==> src/rtl/pred_bank_pkg.sv <==
package pred_bank_pkg;
  // Default geometry of the predicate file.
  localparam int unsigned BANKS_DEF   = 16;
  localparam int unsigned PER_BANK_DEF = 8;
  localparam int unsigned LANES_DEF   = 2;

  // Index of the flag that always reads as true.
  localparam int unsigned ALWAYS_TRUE_IDX = 0;
endpackage

==> src/rtl/pred_wr_decode.sv <==
// Turns the compare write lanes into merged set / clear masks for one bank.
module pred_wr_decode #(
  parameter int unsigned PER_BANK = pred_bank_pkg::PER_BANK_DEF,
  parameter int unsigned LANES    = pred_bank_pkg::LANES_DEF,
  localparam int unsigned IDX_W   = $clog2(PER_BANK)
) (
  input  logic [LANES-1:0]       wr_valid,
  input  logic [LANES-1:0]       wr_pw1,
  input  logic [LANES-1:0]       wr_rel,
  input  logic [LANES*IDX_W-1:0] wr_dst1,
  input  logic [LANES*IDX_W-1:0] wr_dst2,
  output logic [PER_BANK-1:0]    set_mask,
  output logic [PER_BANK-1:0]    clr_mask
);
  logic [LANES-1:0][PER_BANK-1:0] lane_set;
  logic [LANES-1:0][PER_BANK-1:0] lane_clr;
  // Index 0 is never writable.
  localparam logic [PER_BANK-1:0] WR_ALLOWED = ~PER_BANK'(1);

  for (genvar l = 0; l < LANES; l++) begin : g_lane
    logic             fire;
    logic [IDX_W-1:0] one_idx;
    logic [IDX_W-1:0] zero_idx;
    always_comb begin
      fire     = wr_valid[l] && (!wr_pw1[l] || wr_rel[l]);
      one_idx  = wr_rel[l] ? wr_dst1[l*IDX_W +: IDX_W] : wr_dst2[l*IDX_W +: IDX_W];
      zero_idx = wr_rel[l] ? wr_dst2[l*IDX_W +: IDX_W] : wr_dst1[l*IDX_W +: IDX_W];
      lane_set[l] = fire ? ((PER_BANK'(1) << one_idx) & WR_ALLOWED)  : '0;
      lane_clr[l] = fire ? ((PER_BANK'(1) << zero_idx) & WR_ALLOWED) : '0;
    end
  end

  always_comb begin
    set_mask = '0;
    clr_mask = '0;
    for (int l = 0; l < LANES; l++) begin
      set_mask = set_mask | lane_set[l];
      clr_mask = clr_mask | lane_clr[l];
    end
  end
endmodule

==> src/rtl/pred_store.sv <==
// Bank-select register plus the flag storage, one enabled row per bank.
module pred_store #(
  parameter int unsigned BANKS    = pred_bank_pkg::BANKS_DEF,
  parameter int unsigned PER_BANK = pred_bank_pkg::PER_BANK_DEF,
  localparam int unsigned BANK_W  = $clog2(BANKS)
) (
  input  logic                clk,
  input  logic                rst_n,
  input  logic                bank_we,
  input  logic [BANK_W-1:0]   bank_wdata,
  input  logic [PER_BANK-1:0] set_mask,
  input  logic [PER_BANK-1:0] clr_mask,
  output logic [BANK_W-1:0]   bank_sel,
  output logic [PER_BANK-1:0] act_row
);
  logic [BANK_W-1:0]              bank_q;
  logic [BANKS-1:0][PER_BANK-1:0] rows_q;
  logic [PER_BANK-1:0]            row_upd;
  logic                           any_wr;

  // Next-state for the visible row: 1-writes dominate 0-writes.
  always_comb begin
    act_row = rows_q[bank_q];
    row_upd = set_mask | (act_row & ~clr_mask);
    any_wr  = |(set_mask | clr_mask);
  end

  always_ff @(posedge clk or negedge rst_n) begin
    if (!rst_n)       bank_q <= '0;
    else if (bank_we) bank_q <= bank_wdata;
  end

  for (genvar b = 0; b < BANKS; b++) begin : g_row
    logic row_en;
    always_comb row_en = any_wr && (bank_q == BANK_W'(b));
    always_ff @(posedge clk or negedge rst_n) begin
      if (!rst_n)      rows_q[b] <= '0;
      else if (row_en) rows_q[b] <= row_upd;
    end
  end

  assign bank_sel = bank_q;
endmodule

==> src/rtl/pred_rd_port.sv <==
// One read port into the visible bank; index 0 is hard-wired true.
module pred_rd_port #(
  parameter int unsigned PER_BANK = pred_bank_pkg::PER_BANK_DEF,
  localparam int unsigned IDX_W   = $clog2(PER_BANK)
) (
  input  logic [PER_BANK-1:0] row,
  input  logic [IDX_W-1:0]    idx,
  output logic                val
);
  always_comb val = (idx == IDX_W'(pred_bank_pkg::ALWAYS_TRUE_IDX)) ? 1'b1 : row[idx];
endmodule

==> src/rtl/pred_bank_rf.sv <==
module pred_bank_rf #(
  parameter int unsigned BANKS    = pred_bank_pkg::BANKS_DEF,
  parameter int unsigned PER_BANK = pred_bank_pkg::PER_BANK_DEF,
  parameter int unsigned LANES    = pred_bank_pkg::LANES_DEF,
  localparam int unsigned BANK_W  = $clog2(BANKS),
  localparam int unsigned IDX_W   = $clog2(PER_BANK)
) (
  input  logic                   clk,
  input  logic                   rst_n,
  input  logic                   bank_we,
  input  logic [BANK_W-1:0]      bank_wdata,
  output logic [BANK_W-1:0]      bank_sel,
  input  logic [LANES-1:0]       wr_valid,
  input  logic [LANES-1:0]       wr_pw1,
  input  logic [LANES-1:0]       wr_rel,
  input  logic [LANES*IDX_W-1:0] wr_dst1,
  input  logic [LANES*IDX_W-1:0] wr_dst2,
  input  logic [IDX_W-1:0]       rd_idx_a,
  output logic                   rd_val_a,
  input  logic [IDX_W-1:0]       rd_idx_b,
  output logic                   rd_val_b
);
  logic [PER_BANK-1:0] set_mask;
  logic [PER_BANK-1:0] clr_mask;
  logic [PER_BANK-1:0] act_row;

  pred_wr_decode #(.PER_BANK(PER_BANK), .LANES(LANES)) u_dec (
    .wr_valid(wr_valid), .wr_pw1(wr_pw1), .wr_rel(wr_rel),
    .wr_dst1(wr_dst1), .wr_dst2(wr_dst2),
    .set_mask(set_mask), .clr_mask(clr_mask)
  );

  pred_store #(.BANKS(BANKS), .PER_BANK(PER_BANK)) u_store (
    .clk(clk), .rst_n(rst_n), .bank_we(bank_we), .bank_wdata(bank_wdata),
    .set_mask(set_mask), .clr_mask(clr_mask),
    .bank_sel(bank_sel), .act_row(act_row)
  );

  pred_rd_port #(.PER_BANK(PER_BANK)) u_rd_a (.row(act_row), .idx(rd_idx_a), .val(rd_val_a));
  pred_rd_port #(.PER_BANK(PER_BANK)) u_rd_b (.row(act_row), .idx(rd_idx_b), .val(rd_val_b));
endmodule

==> config.mk <==
export PLATFORM = sky130hd
export DESIGN_NAME = pred_bank_rf
export DESIGN_NICKNAME = d
export VERILOG_FILES = /design/src/rtl/pred_bank_pkg.sv /design/src/rtl/pred_wr_decode.sv /design/src/rtl/pred_store.sv /design/src/rtl/pred_rd_port.sv /design/src/rtl/pred_bank_rf.sv
export SDC_FILE = /design/constraint.sdc
export NUM_CORES = 1
export LEC_CHECK = 0
export BUFFER_PORTS_ARGS = -buffer_cell sky130_fd_sc_hd__clkbuf_2
export CORE_UTILIZATION = 40
export CTS_BUF_LIST = sky130_fd_sc_hd__clkbuf_4 sky130_fd_sc_hd__clkbuf_8
export DETAILED_ROUTE_END_ITERATION = 6
export MAX_ROUTING_LAYER = met4
export PLACE_DENSITY = 0.69
export SLEW_MARGIN = 25
export SYNTH_ARGS = -nofsm -noshare
export SYNTH_HDL_FRONTEND = slang
export SYNTH_SLANG_ARGS = --single-unit
==> constraint.sdc <==
create_clock -name clk -period 2.3 [get_ports clk]
set_input_delay 0.115 -clock clk [delete_from_list [all_inputs] [get_ports clk]]
set_output_delay 0.115 -clock clk [all_outputs]
set_load 0.01 [all_outputs]
After elaboration in Yosys (flattened, before gate mapping)
Index checks and enable logic that the tools add are counted.
- flip-flop bits (word level): 132
- output and inout port bits: 6
- word-level logic and storage cells: 87
- reductions and logical operators: 26
- $lt $le $gt $ge: 3
- shift-type cells: 4
- bitwise operators: 6
- mux-type cells: 16
- eq/ne operators: 15
- operator list (cell ; number):
    $mux 8 ; 5
    $bmux 8 s4 ; 1
    $eq 4x4->1 const B ; 8
    $or 8x8->8 ; 4
    $shl 1x3->8 const A ; 4
    $logic_and 1x1->1 ; 18
    $eq 4x3->1 const B ; 4
    $mux 3 ; 4
    $and 8x8->8 ; 1
    $eq 4x2->1 const B ; 2
    $lt 3x4->1 const B ; 2
    $not 8->8 ; 1
    $reduce_or 8->1 ; 1
    $bmux 1 s3 ; 2
    $logic_not 3->1 ; 2
    $lt 4x5->1 const B ; 1
    $eq 4x1->1 const B ; 1
    $logic_not 4->1 ; 1
    $mux 1 ; 4
    $logic_not 1->1 ; 2
    $logic_or 1x1->1 ; 2

Longest topological paths before layout
Gate-level depths: netlist (run 1).
- word-level depth: 8
- mapped depth: 9
- depth with buffers taken out: 6

By module
Synthesis (run 1) repeated with hierarchy kept, for this count alone.
- cells, all modules: 660
- area total of the unflattened synthesis: 7612.3 um^2
- by module, submodules not included (module ; area an instance (um^2) ; cells each ; times used):
    pred_store ; 6927.9 ; 569 ; 1
    pred_wr_decode ; 556.8 ; 81 ; 1
    pred_rd_port ; 63.8 ; 5 ; 2

Least setup slack after synthesis (run 1)
Ideal clock, no wire load.
- path type: register -> output
- start point: register u_store.bank_q[0], in the netlist u_store.bank_sel[0]
- end point: output port rd_val_a
- stages on the path, launching flop included: 8
- setup slack: -0.275 ns
- arrival: 2.460 ns
- cells stage by stage: dfrtp_1 buf_6 buf_4 mux4_2 mux2_2 mux4_2 and3b_1 a211o_1
- cells in the longest elaborated chain, start to end: 5
- RTL lines (item ; RTL line ; RTL):
    start: declaration ; pred_store.sv:16 ; logic [BANK_W-1:0] bank_q;
    start signal: assignment ; pred_store.sv:30 ; else if (bank_we) bank_q <= bank_wdata;
    $bmux 8 s4 ; pred_store.sv:23 ; act_row = rows_q[bank_q];
    $mux 8 (implied by the code) ; pred_store.sv:23 ;
    $bmux 1 s3 ; pred_rd_port.sv:10 ; always_comb val = (idx == IDX_W'(pred_bank_pkg::ALWAYS_TRUE_IDX)) ? 1'b1 : row[idx];
    $mux 1 (implied by the code) ; pred_rd_port.sv:10 ;
    $mux 1 ; pred_rd_port.sv:10 ;
    end: declaration ; pred_bank_rf.sv:19 ; output logic rd_val_a,
No other way between the ends. The select of a mux whose other input is x is not followed.

Worst setup path after layout (run 1)
Same ends and word-level chain as after synthesis.

==> run_results.csv, run 1 <==
group,metric,value,unit
clocking,h-tree-depth,4,
worst_setup_path,cp_slowest_cell,"mux4_2",
yosys,synth_edf_count,0,
clocking,clockRootBuffer,"clkbuf_8",
cells_and_area,syn2layout_area_growth,28.4,%
timing,maxSlewHeadroom,68.8,%
timing,min_period_over_period,130,%
clocking,clockBufferDepth,2,
worst_setup_path,path_max_fanout,13,
yosys,synthFlopType,"dfrtp_1",
yosys,yosysSeqAreaShare,43.1,%
clocking,numCtsBuffers,17,
detailed_routing,drc,0,
cells_and_area,layout.nets,628,
global_routing,grt_max_degree,56,
power_and_ir_drop,p_leak,3.65,nW
worst_setup_path,required,2.18,ns
timing,layout_setup_ws,-0.679,ns
yosys,synth_warnings,0,
placement,dpl.hpwl,12100,microns
run_status,outcome,"finished with violations",
placement,port_buffers,36,
cells_and_area,diodes,0,
clocking,cts.sinks,116,
worst_setup_path,critPathMaxStageDelay,0.53,ns
worst_setup_path,critPathKind,"reg2out",
cells_and_area,drive_gt1_share,57.9,%
detailed_routing,first_pass_iters,5,
detailed_routing,drt_iter0_drc,227,
detailed_routing,vias,4633,
global_routing,first_global_vias,4928,
timing,finalSetupTns,-17.47,ns
floorplan,die_h,132,microns
yosys,synth_cell_types,47,
worst_setup_path,path_cells,"buf_12 > mux4_2 > mux2_4 > mux4_2 > and3b_1 > a211o_1 > clkbuf_2",
timing,hold_viol,0,
floorplan,rows,47,
yosys,synth.avg_cell_area,14.3,sq um
floorplan,start_util,40.8,%
clocking,insertion_delay,0.44,ns
yosys,yosysTopAreaCell,"dfrtp_1",
worst_setup_path,startpoint_type,"flip-flop",
floorplan,ios,37,
worst_setup_path,cp_common_cell,"mux4_2",
worst_setup_path,arrival,2.86,ns
cells_and_area,final_common_cell,"dfrtp_1",
clocking,clk_pin_slew,0.08,ns
detailed_routing,ant_nets,0,
yosys,async_reset_ff_share,100,%
yosys,syn_inst,473,
global_routing,grt_first_pass_wirelength,27400,microns
global_routing,grt-ovfl-total,0,
yosys,synth_seq_cells,116,
yosys,synth_top_area_share,43.1,%
timing,fin_skew,0.0145,ns
global_routing,antenna_found_initial,0,
detailed_routing,wl_per_cell,20.7,microns
clocking,cts_tree,"yes",
yosys,synth_area_leaders,"dfrtp_1 (43%), mux2_4 (16%), mux4_2 (10%)",
timing,rsz0062_at_grt,"true",
timing,tightest_slew,0.467,ns
global_routing,grt_usage,21.4,%
timing,layout_min_cycle_time,2.98,ns
cells_and_area,final_cell_mix,"dfrtp_1 (114), mux2_4 (94), buf_4 (72)",
run_status,violations,"negative setup slack",
worst_setup_path,end_kind,"primary output",
floorplan,die_w,132,microns
yosys,syn-num-nets,504,
placement,pre_cts_ws,-0.317,ns
min_path,hp-class,"in2reg",
yosys,synth_area,6740,sq um
placement,place_congestion,0.951,
floorplan,core_area,16500,sq um
power_and_ir_drop,ir_worst_vdd,0.000472,V
timing,fmax,0.336,GHz
timing,drv_slew,0,
run,maxCapViolCount,0,
timing,report.final.setup_viol,98,
power_and_ir_drop,power_density,1100,nW/um^2
detailed_routing,vias_per_cell,5.58,
detailed_routing,drt-total-wl,17100,microns
floorplan,dieArea,17400,sq um
-- cell families after synthesis --
| kind of cell | count (synthesis) | synth area share, % |
|---|---|---|
| and+or+nand+nor | 89 | 8.28 |
| muxes | 164 | 36.3 |
| AOI/OAI and AO/OA | 72 | 9.37 |
| buffers and inverters | 32 | 2.97 |
| DFF | 116 | 43.1 |
-- metal layers --
layer | vias up | wire, microns | global-route usage [%]
met2 | 139 | 8370 | 34.3
li1 | 2085 | - | -
met4 | 0 | 437 | 8.14
met3 | 28 | 843 | 4.11
met1 | 2381 | 7490 | 26.8
met5 | - | 0 | -
-- report_power, final --
group,switching [W],leakage [nW],internal (W)
clock,0.000851,0.214,0.00128
sequential,0.000537,1.34,0.00293
combinational,0.00154,2.10,0.00240
-- registers in the layout (all words and copies together), names as in the netlist --
signal            count
u_store.bank_sel      4
u_store.rows_q      112
-- critical path, delay by kind of cell, from the launching register on --
kind                   cells  cell delay [ns]
AOI/OAI and AO/OA          1             0.27
buffers and inverters      2             0.31
and+or+nand+nor            1             0.17
DFF                        1             0.41
muxes                      3             1.26
-- stage by stage --
stage,util [%],instances,area [sq um],total power (W),hold WS [ns]
2_1_floorplan,-,473,6880,0.00588,-0.181
3_3_place_gp,47.9,786,7920,0.00693,0.0712
3_5_place_dp,47.9,786,7920,0.00709,0.0829
6_report,52.4,830,8660,0.00953,0.105
5_1_grt,52.4,830,8660,0.00997,0.0925
4_1_cts,51.6,829,8520,0.00936,0.0810
-- final timing paths --
path	start	to	slack, ns	depth (start not counted)
setup / recovery	u_store.bank_sel[0]	rd_val_a	-0.68	7
hold / removal	bank_we	u_store.bank_sel[1]	0.10	2
setup reg to reg	u_store.bank_sel[0]	u_store.rows_q[91]	-0.40	9
hold reg to reg	u_store.rows_q[30]	u_store.rows_q[30]	0.51	1
max in group asynchronous	rst_n	u_store.bank_sel[3]	1.35	3
min in group asynchronous	rst_n	u_store.rows_q[105]	0.15	2
-- layout make-up --
type | instances | area (sq um)
clock buffers | 21 | 283
fillers | 1328 | 7860
multi-input cells | 325 | 3860
repair buffers | 132 | 1140
flip-flops and latches | 116 | 2910
inverters | 5 | 18.8
well taps | 220 | 275
clock inverters | 11 | 175
-- cells in the mapped netlist, drive strengths merged, types with 9 or more instances --
cell and count:
dfrtp 116, nand2 17, a21oi 20, mux4 31, clkbuf 14, buf 13, nor2 10, nand3 9
o22ai 12, nor2b 9, o21ai 11, nor3b 11, mux2 126
-- what timing repair did --
| item | in CTS | in global routing |
|---|---|---|
| resized for setup | 11 | 26 |
| pin swaps | 1 | 0 |
| buffers inserted | 6 | 1 |
| hold buffers | 5 | 0 |
| hold endpoints to repair | 34 | 0 |
| setup endpoints to repair | 114 | 114 |
Power figures use the tool's default switching activity.
==> run 2: changes to the inputs <==
--- a/config.mk
+++ b/config.mk
@@ -5,6 +5,7 @@
 export SDC_FILE = /design/constraint.sdc
 export NUM_CORES = 1
 export LEC_CHECK = 0
+export ABC_AREA = 1
 export BUFFER_PORTS_ARGS = -buffer_cell sky130_fd_sc_hd__clkbuf_2
 export CORE_UTILIZATION = 40
 export CTS_BUF_LIST = sky130_fd_sc_hd__clkbuf_4 sky130_fd_sc_hd__clkbuf_8
==> run 2 against run 1 <==
  * Sequential share of layout area increased by 0.93 points
  * Synthesized area increased by 1.3%
  * Via count increased by 50%
  * Largest cell class unchanged
  * The flow still finishes with violations (negative setup slack)
  * First-iteration DRC count increased to 3.1 times the previous value
  * Highest routed layer unchanged
  * Sequential cell count unchanged
  * Critical path depth increased by 9
  * Global-route usage increased by 4.1 points
  * Setup slack improved by 0.58 ns
==> run_results.csv, run 2 <==
group,metric,value,unit
global_routing,grt_first_pass_wirelength,33800,microns
cells_and_area,final_cell_mix,"nand2_1 (598), nand3_1 (135), dfrtp_1 (115)",
yosys,yosysSeqAreaShare,42.5,%
power_and_ir_drop,p_leak,4.83,nW
global_routing,grt_usage,25.5,%
placement,port_buffers,36,
detailed_routing,first_pass_iters,5,
run_status,violations,"negative setup slack",
yosys,synth_seq_cells,116,
global_routing,antenna_found_initial,0,
clocking,cts_tree,"yes",
yosys,synth_warnings,0,
timing,hold_viol,0,
yosys,syn_inst,1051,
cells_and_area,fillers,1619,
detailed_routing,vias_per_cell,5.09,
yosys,synthFlopType,"dfrtp_1",
worst_setup_path,cp_common_cell,"nand2_1",
global_routing,grt-ovfl-total,0,
worst_setup_path,cp.depth,16,
worst_setup_path,reg2regPathDepth,15,
detailed_routing,drc,0,
floorplan,die_h,133,microns
cells_and_area,multiInputGateArea,3650,sq um
worst_setup_path,path_max_fanout,15,
floorplan,die_w,133,microns
yosys,synth_most_common_cell,"nand2_1",
cells_and_area,regMostFlops,"u_store.rows_q",
floorplan,core_area,16600,sq um
cells_and_area,syn2layout_area_growth,23.4,%
worst_setup_path,reg2reg_slack,0.22,ns
detailed_routing,drt_iter0_drc,693,
yosys,synth_top_area_share,42.5,%
worst_setup_path,r2r-start,"u_store.bank_sel[0]",
power_and_ir_drop,ir_worst_vdd,0.000661,V
floorplan,rows,47,
global_routing,first_global_vias,6668,
placement,place_inst,1306,
yosys,synth_area,6830,sq um
placement,place_congestion,0.889,
cells_and_area,stdcell_count,1361,
yosys,syn-num-nets,1082,
worst_setup_path,critPathTopFamily,"simple AND/OR/NAND/NOR gates",
detailed_routing,vias,6929,
min_path,hp-class,"in2async",
worst_setup_path,critPathBufInv,4,
cells_and_area,diodes,0,
floorplan,dieArea,17600,sq um
timing,min_period_over_period,104,%
global_routing,grt_max_degree,54,
run_status,outcome,"finished with violations",
yosys,synth.avg_cell_area,6.50,sq um
timing,tightest_slew,0.620,ns
timing,rsz0062_at_grt,"true",
clocking,clk_pin_slew,0.07,ns
timing,fin_skew,0.00829,ns
worst_setup_path,end_kind,"primary output",
cells_and_area,final_util,50.6,%
timing,fmax,0.418,GHz
clocking,numCtsBuffers,17,
run,maxCapViolCount,0,
worst_setup_path,startpoint_type,"flip-flop",
timing,maxSlewHeadroom,58.7,%
power_and_ir_drop,power_density,1060,nW/um^2
worst_setup_path,startpoint,"u_store.bank_sel[0]",
clocking,clockBufferDepth,2,
timing,drv_slew,0,
clocking,insertion_delay,0.46,ns
placement,dpl.hpwl,13200,microns
worst_setup_path,r2r-end,"u_store.rows_q[79]",
cells_and_area,layout.nets,1160,
clocking,h-tree-depth,4,
clocking,cts.sinks,116,
floorplan,ios,37,
worst_setup_path,path_cells,"inv_6 > buf_4 > buf_16 > nand2_1 > nand2_1 > nand2_1 > nand2_1 > nand2_2 > nand2_2 > nor2_4 > nand2_1 > nand2_1 > nor2_1 > nor2_1 > nor2_1 > clkbuf_2",
yosys,async_reset_ff_share,100,%
detailed_routing,wl_per_cell,15.1,microns
timing,layout_setup_ws,-0.0945,ns
yosys,synth_cell_types,19,
floorplan,start_util,41.0,%
detailed_routing,ant_nets,0,
cells_and_area,regArea,2900,sq um
worst_setup_path,critPathKind,"reg2out",
clocking,clockRootBuffer,"clkbuf_8",
detailed_routing,drt-total-wl,20500,microns
cells_and_area,drive_gt1_share,15.1,%
worst_setup_path,critPathMaxStageDelay,0.45,ns
worst_setup_path,cp-endpoint,"rd_val_a",
worst_setup_path,arrival,2.28,ns
worst_setup_path,cp_slowest_cell,"dfrtp_2",
cells_and_area,final_common_cell,"nand2_1",
timing,layout_min_cycle_time,2.39,ns
yosys,synth_area_leaders,"dfrtp_1 (43%), nand2_1 (34%), nand3_1 (10%)",
cells_and_area,largest_register_ffs,112,
yosys,yosysTopAreaCell,"dfrtp_1",
power_and_ir_drop,total_power,0.00891,W
worst_setup_path,required,2.18,ns
yosys,synth_edf_count,0,
timing,report.final.setup_viol,2,
yosys,synthTopCellsByCount,"nand2_1 (619), nand3_1 (136), dfrtp_1 (116), nor2_1 (72), buf_2 (30)",
placement,pre_cts_ws,0.175,ns
[run 2: worst reg2reg max path: stages, from the launching register on]
cell      delay, ns
dfrtp_2        0.47
inv_6          0.11
buf_4          0.14
buf_16         0.14
nand2_1        0.06
nand2_1        0.06
nand2_1        0.05
nand2_1        0.10
nand2_2        0.07
nand2_2        0.07
nor2_4         0.05
buf_4          0.13
o21bai_2       0.13
buf_4          0.23
nand3_1        0.12
nand2_1        0.08
[run 2: report_power, final]
| group | internal [W] | switching [W] | total, W |
|---|---|---|---|
| registers | 0.00295 | 0.000513 | 0.00347 |
| logic | 0.00122 | 0.00200 | 0.00323 |
| clock network | 0.00136 | 0.000862 | 0.00222 |
| total | 0.00554 | 0.00338 | 0.00891 |
[run 2: what timing repair did]
item,in CTS,in global routing
setup endpoints to repair,2,2
hold endpoints to repair,50,0
gates cloned,5,0
gates resized for setup,44,5
pin swaps,15,4
buffers inserted,7,2
hold buffers,12,0
[run 2: area by class of cell]
cell class | instances | area share [%]
multi-input cells | 861 | 43.4
inverters | 30 | 1.40
well taps | 220 | 3.27
flip-flops and latches | 116 | 34.5
clock inverters | 10 | 2.12
repair buffers | 103 | 12.1
clock buffers | 21 | 3.28
[run 2: how the worst min path moves through the flow]
| stage | end | depth (start not counted) | startpoint |
|---|---|---|---|
| 5_1_grt | u_store.rows_q[122] | 2 | rst_n |
| 4_1_cts | u_store.rows_q[122] | 2 | rst_n |
| 6_report | u_store.rows_q[123] | 2 | rst_n |
| 3_5_place_dp | u_store.rows_q[122] | 1 | rst_n |
| 2_1_floorplan | u_store.bank_sel[0] | 0 | rst_n |
| 3_3_place_gp | u_store.rows_q[122] | 1 | rst_n |
[run 2: stage by stage]
step                      hold WS [ns]  instance area, sq um  TNS, ns
after floorplan                 -0.181                  6830        0
after global placement           0.179                  7540        0
after detailed placement         0.181                  7540        0
after CTS                        0.228                  8390   -0.106
after global routing             0.275                  8420   -0.419
final                            0.220                  8420   -0.183
[run 2: logic make-up (layout without fill, tap and decap cells)]
family | after synthesis | in the layout | share of synthesized area [%]
buffers and inverters | 74 | 164 | 5.35
AOI/OAI and AO/OA | 15 | 15 | 1.85
DFF | 116 | 116 | 42.5
and+or+nand+nor | 846 | 846 | 50.3
[run 2: per-layer routing]
layer  track usage [%]  part of all wire, %
met5                 -                    0
met2              39.0                   46
met1              32.9                   45
met3              4.48                  5.6
met4              11.6                  3.0
==> run 3: changes to the inputs <==
--- a/config.mk
+++ b/config.mk
@@ -7,6 +7,7 @@
 export LEC_CHECK = 0
 export ABC_AREA = 1
 export BUFFER_PORTS_ARGS = -buffer_cell sky130_fd_sc_hd__clkbuf_2
+export CORE_MARGIN = 1.5
 export CORE_UTILIZATION = 40
 export CTS_BUF_LIST = sky130_fd_sc_hd__clkbuf_4 sky130_fd_sc_hd__clkbuf_8
 export DETAILED_ROUTE_END_ITERATION = 6
==> run 3 against run 2 <==
  * The flow still finishes with violations (negative setup slack)
  * Critical path depth decreased by 1
  * Worst hold slack improved by 0.0066 ns
  * Setup slack improved by 0.047 ns
  * Utilization decreased by 1.1 points
  * Routed wire length decreased by 2.7%
  * Largest power group unchanged
  * Highest routed layer unchanged
==> run_results.csv, run 3 (same netlist as run 2, synthesis figures left out) <==
group,metric,value,unit
run_status,outcome,"finished with violations",
run_status,violations,"negative setup slack",
timing,finalSetupTns,-0.0694,ns
power_and_ir_drop,power_density,1060,nW/um^2
floorplan,start_util,41.0,%
cells_and_area,layout.nets,1155,
timing,min_period_over_period,102,%
worst_setup_path,cp_slowest_cell,"dfrtp_2",
worst_setup_path,cp.depth,15,
worst_setup_path,startpoint,"u_store.bank_sel[0]",
min_path,hp-class,"in2async",
detailed_routing,wl_per_cell,14.7,microns
worst_setup_path,critPathBufInv,4,
worst_setup_path,critPathMaxStageDelay,0.48,ns
floorplan,ios,37,
cells_and_area,final_cell_mix,"nand2_1 (614), nand3_1 (136), dfrtp_1 (114)",
worst_setup_path,critPathTopFamily,"simple AND/OR/NAND/NOR gates",
detailed_routing,drc,0,
worst_setup_path,startpoint_type,"flip-flop",
timing,drv_slew,0,
global_routing,antenna_found_initial,0,
timing,tightest_slew,0.609,ns
global_routing,met2_usage,36.3,%
global_routing,first_global_vias,6275,
timing,layout_min_cycle_time,2.35,ns
power_and_ir_drop,ir_worst_vdd,0.000654,V
detailed_routing,drt-total-wl,19900,microns
global_routing,grtUsageMet1,31.3,%
clocking,insertion_delay,0.45,ns
cells_and_area,stdcell_count,1357,
cells_and_area,fillers,1623,
timing,rsz0062_at_grt,"true",
clocking,clockRootBuffer,"clkbuf_8",
floorplan,die_w,134,microns
worst_setup_path,required,2.18,ns
worst_setup_path,path_max_fanout,19,
cells_and_area,syn2layout_area_growth,20.8,%
placement,place_congestion,0.910,
floorplan,rows,47,
power_and_ir_drop,total_power,0.00877,W
clocking,cts_tree,"yes",
placement,dpl.hpwl,13300,microns
detailed_routing,drt_iter0_drc,644,
clocking,numCtsBuffers,17,
worst_setup_path,cp_common_cell,"nand2_1",
timing,fmax,0.426,GHz
detailed_routing,vias,6954,
global_routing,grt-ovfl-total,0,
floorplan,dieArea,17900,sq um
worst_setup_path,arrival,2.23,ns
clocking,clk_pin_slew,0.08,ns
power_and_ir_drop,p_leak,4.74,nW
worst_setup_path,cp-endpoint,"rd_val_a",
cells_and_area,drive_gt1_share,13.3,%
detailed_routing,first_pass_iters,6,
detailed_routing,ant_nets,0,
floorplan,die_h,134,microns
clocking,clockBufferDepth,2,
timing,hold_viol,0,
cells_and_area,regMostFlops,"u_store.rows_q",
placement,place_inst,1309,
global_routing,grt_usage,23.5,%
timing,maxSlewHeadroom,59.4,%
timing,report.final.setup_viol,2,
worst_setup_path,end_kind,"primary output",
worst_setup_path,critPathKind,"reg2out",
timing,fin_skew,0.0135,ns
worst_setup_path,reg2reg_slack,0.27,ns
placement,port_buffers,36,
timing,layout_setup_ws,-0.0475,ns
global_routing,use_met3,3.58,%
detailed_routing,vias_per_cell,5.12,
worst_setup_path,r2r-end,"u_store.rows_q[23]",
clocking,cts.sinks,116,
cells_and_area,largest_register_ffs,112,
cells_and_area,final_util,49.6,%
global_routing,grt.busiest_layer,"met2",
floorplan,core_area,16600,sq um
worst_setup_path,r2r-start,"u_store.bank_sel[0]",
worst_setup_path,reg2regPathDepth,14,
clocking,h-tree-depth,4,
worst_setup_path,path_cells,"inv_6 > buf_12 > nand2_1 > nand2_1 > nand2_1 > nand3_1 > nand2_1 > nand2_1 > nor2_4 > nor2_1 > nor2_1 > nand2_1 > inv_1 > nor2_1 > clkbuf_2",
global_routing,grt_max_degree,44,
cells_and_area,diodes,0,
cells_and_area,final_common_cell,"nand2_1",
global_routing,grt_first_pass_wirelength,31900,microns
run,maxCapViolCount,0,
-- run 3: changes by cell type in the layout (fill, tap and decap cells not counted), moves of 3 or more --
cell and change:
nand2_2 -16, buf_16 -5, clkinv_2 -3, nand2_1 +16
clkinvlp_4 +3, buf_6 -3
-- run 3: worst min-delay path by stage --
| stage | cells past startpoint | endpoint | startpoint | slack [ns] |
|---|---|---|---|---|
| after global placement | 1 | u_store.rows_q[122] | rst_n | 0.16 |
| final | 2 | u_store.rows_q[121] | rst_n | 0.23 |
| after detailed placement | 1 | u_store.rows_q[115] | rst_n | 0.16 |
| after CTS | 2 | u_store.rows_q[113] | rst_n | 0.23 |
| after floorplan | 0 | u_store.bank_sel[0] | rst_n | -0.18 |
| after global routing | 2 | u_store.rows_q[121] | rst_n | 0.27 |
-- run 3: area by class of cell --
cell class | instances | area (sq um) | share of cell area [%]
Clock buffer | 24 | 312 | 3.78
Clock inverter | 8 | 148 | 1.79
Timing Repair Buffer | 98 | 882 | 10.7
Sequential cell | 116 | 2910 | 35.2
Multi-Input combinational cell | 861 | 3610 | 43.7
Inverter | 30 | 118 | 1.43
Tap cell | 220 | 275 | 3.34
-- run 3: worst reg2reg max path, delay by kind of cell, from the launching register on --
kind	cells	cell delay [ns]
flops	1	0.48
simple gates	9	0.72
buf+inv	4	0.62
compound gates	1	0.15
-- run 3: stage by stage --
stage	area, sq um	hold WS (ns)	setup slack, ns
2_1_floorplan	6830	-0.181	0.467
5_1_grt	8250	0.271	-0.178
6_report	8250	0.227	-0.0475
3_3_place_gp	7520	0.157	0.225
4_1_cts	8150	0.233	-0.00663
3_5_place_dp	7520	0.157	0.183
-- run 3: layer usage --
metal | part of all wire (%) | routed length, microns | vias up
li1 | - | - | 3416
met1 | 45 | 8980 | 3272
met2 | 47 | 9390 | 235
met3 | 5.8 | 1160 | 31
met4 | 2.0 | 401 | 0
met5 | 0 | 0 | -
-- run 3: where the power goes --
part / leakage (nW) / total [W] / internal, W / switching [W]
Sequential: 1.53 / 0.00348 / 0.00295 / 0.000527
Combinational: 2.98 / 0.00310 / 0.00114 / 0.00196
Clock: 0.226 / 0.00219 / 0.00133 / 0.000859
-- run 3: what timing repair did --
item                                    in CTS  in global routing
hold buffers                                13                  0
setup buffers                                0                  1
pin swaps                                    0                  2
cloned                                       0                  2
endpoints found under the setup margin       2                  2
gates resized for setup                     12                 11
hold endpoints to repair                    44                  0
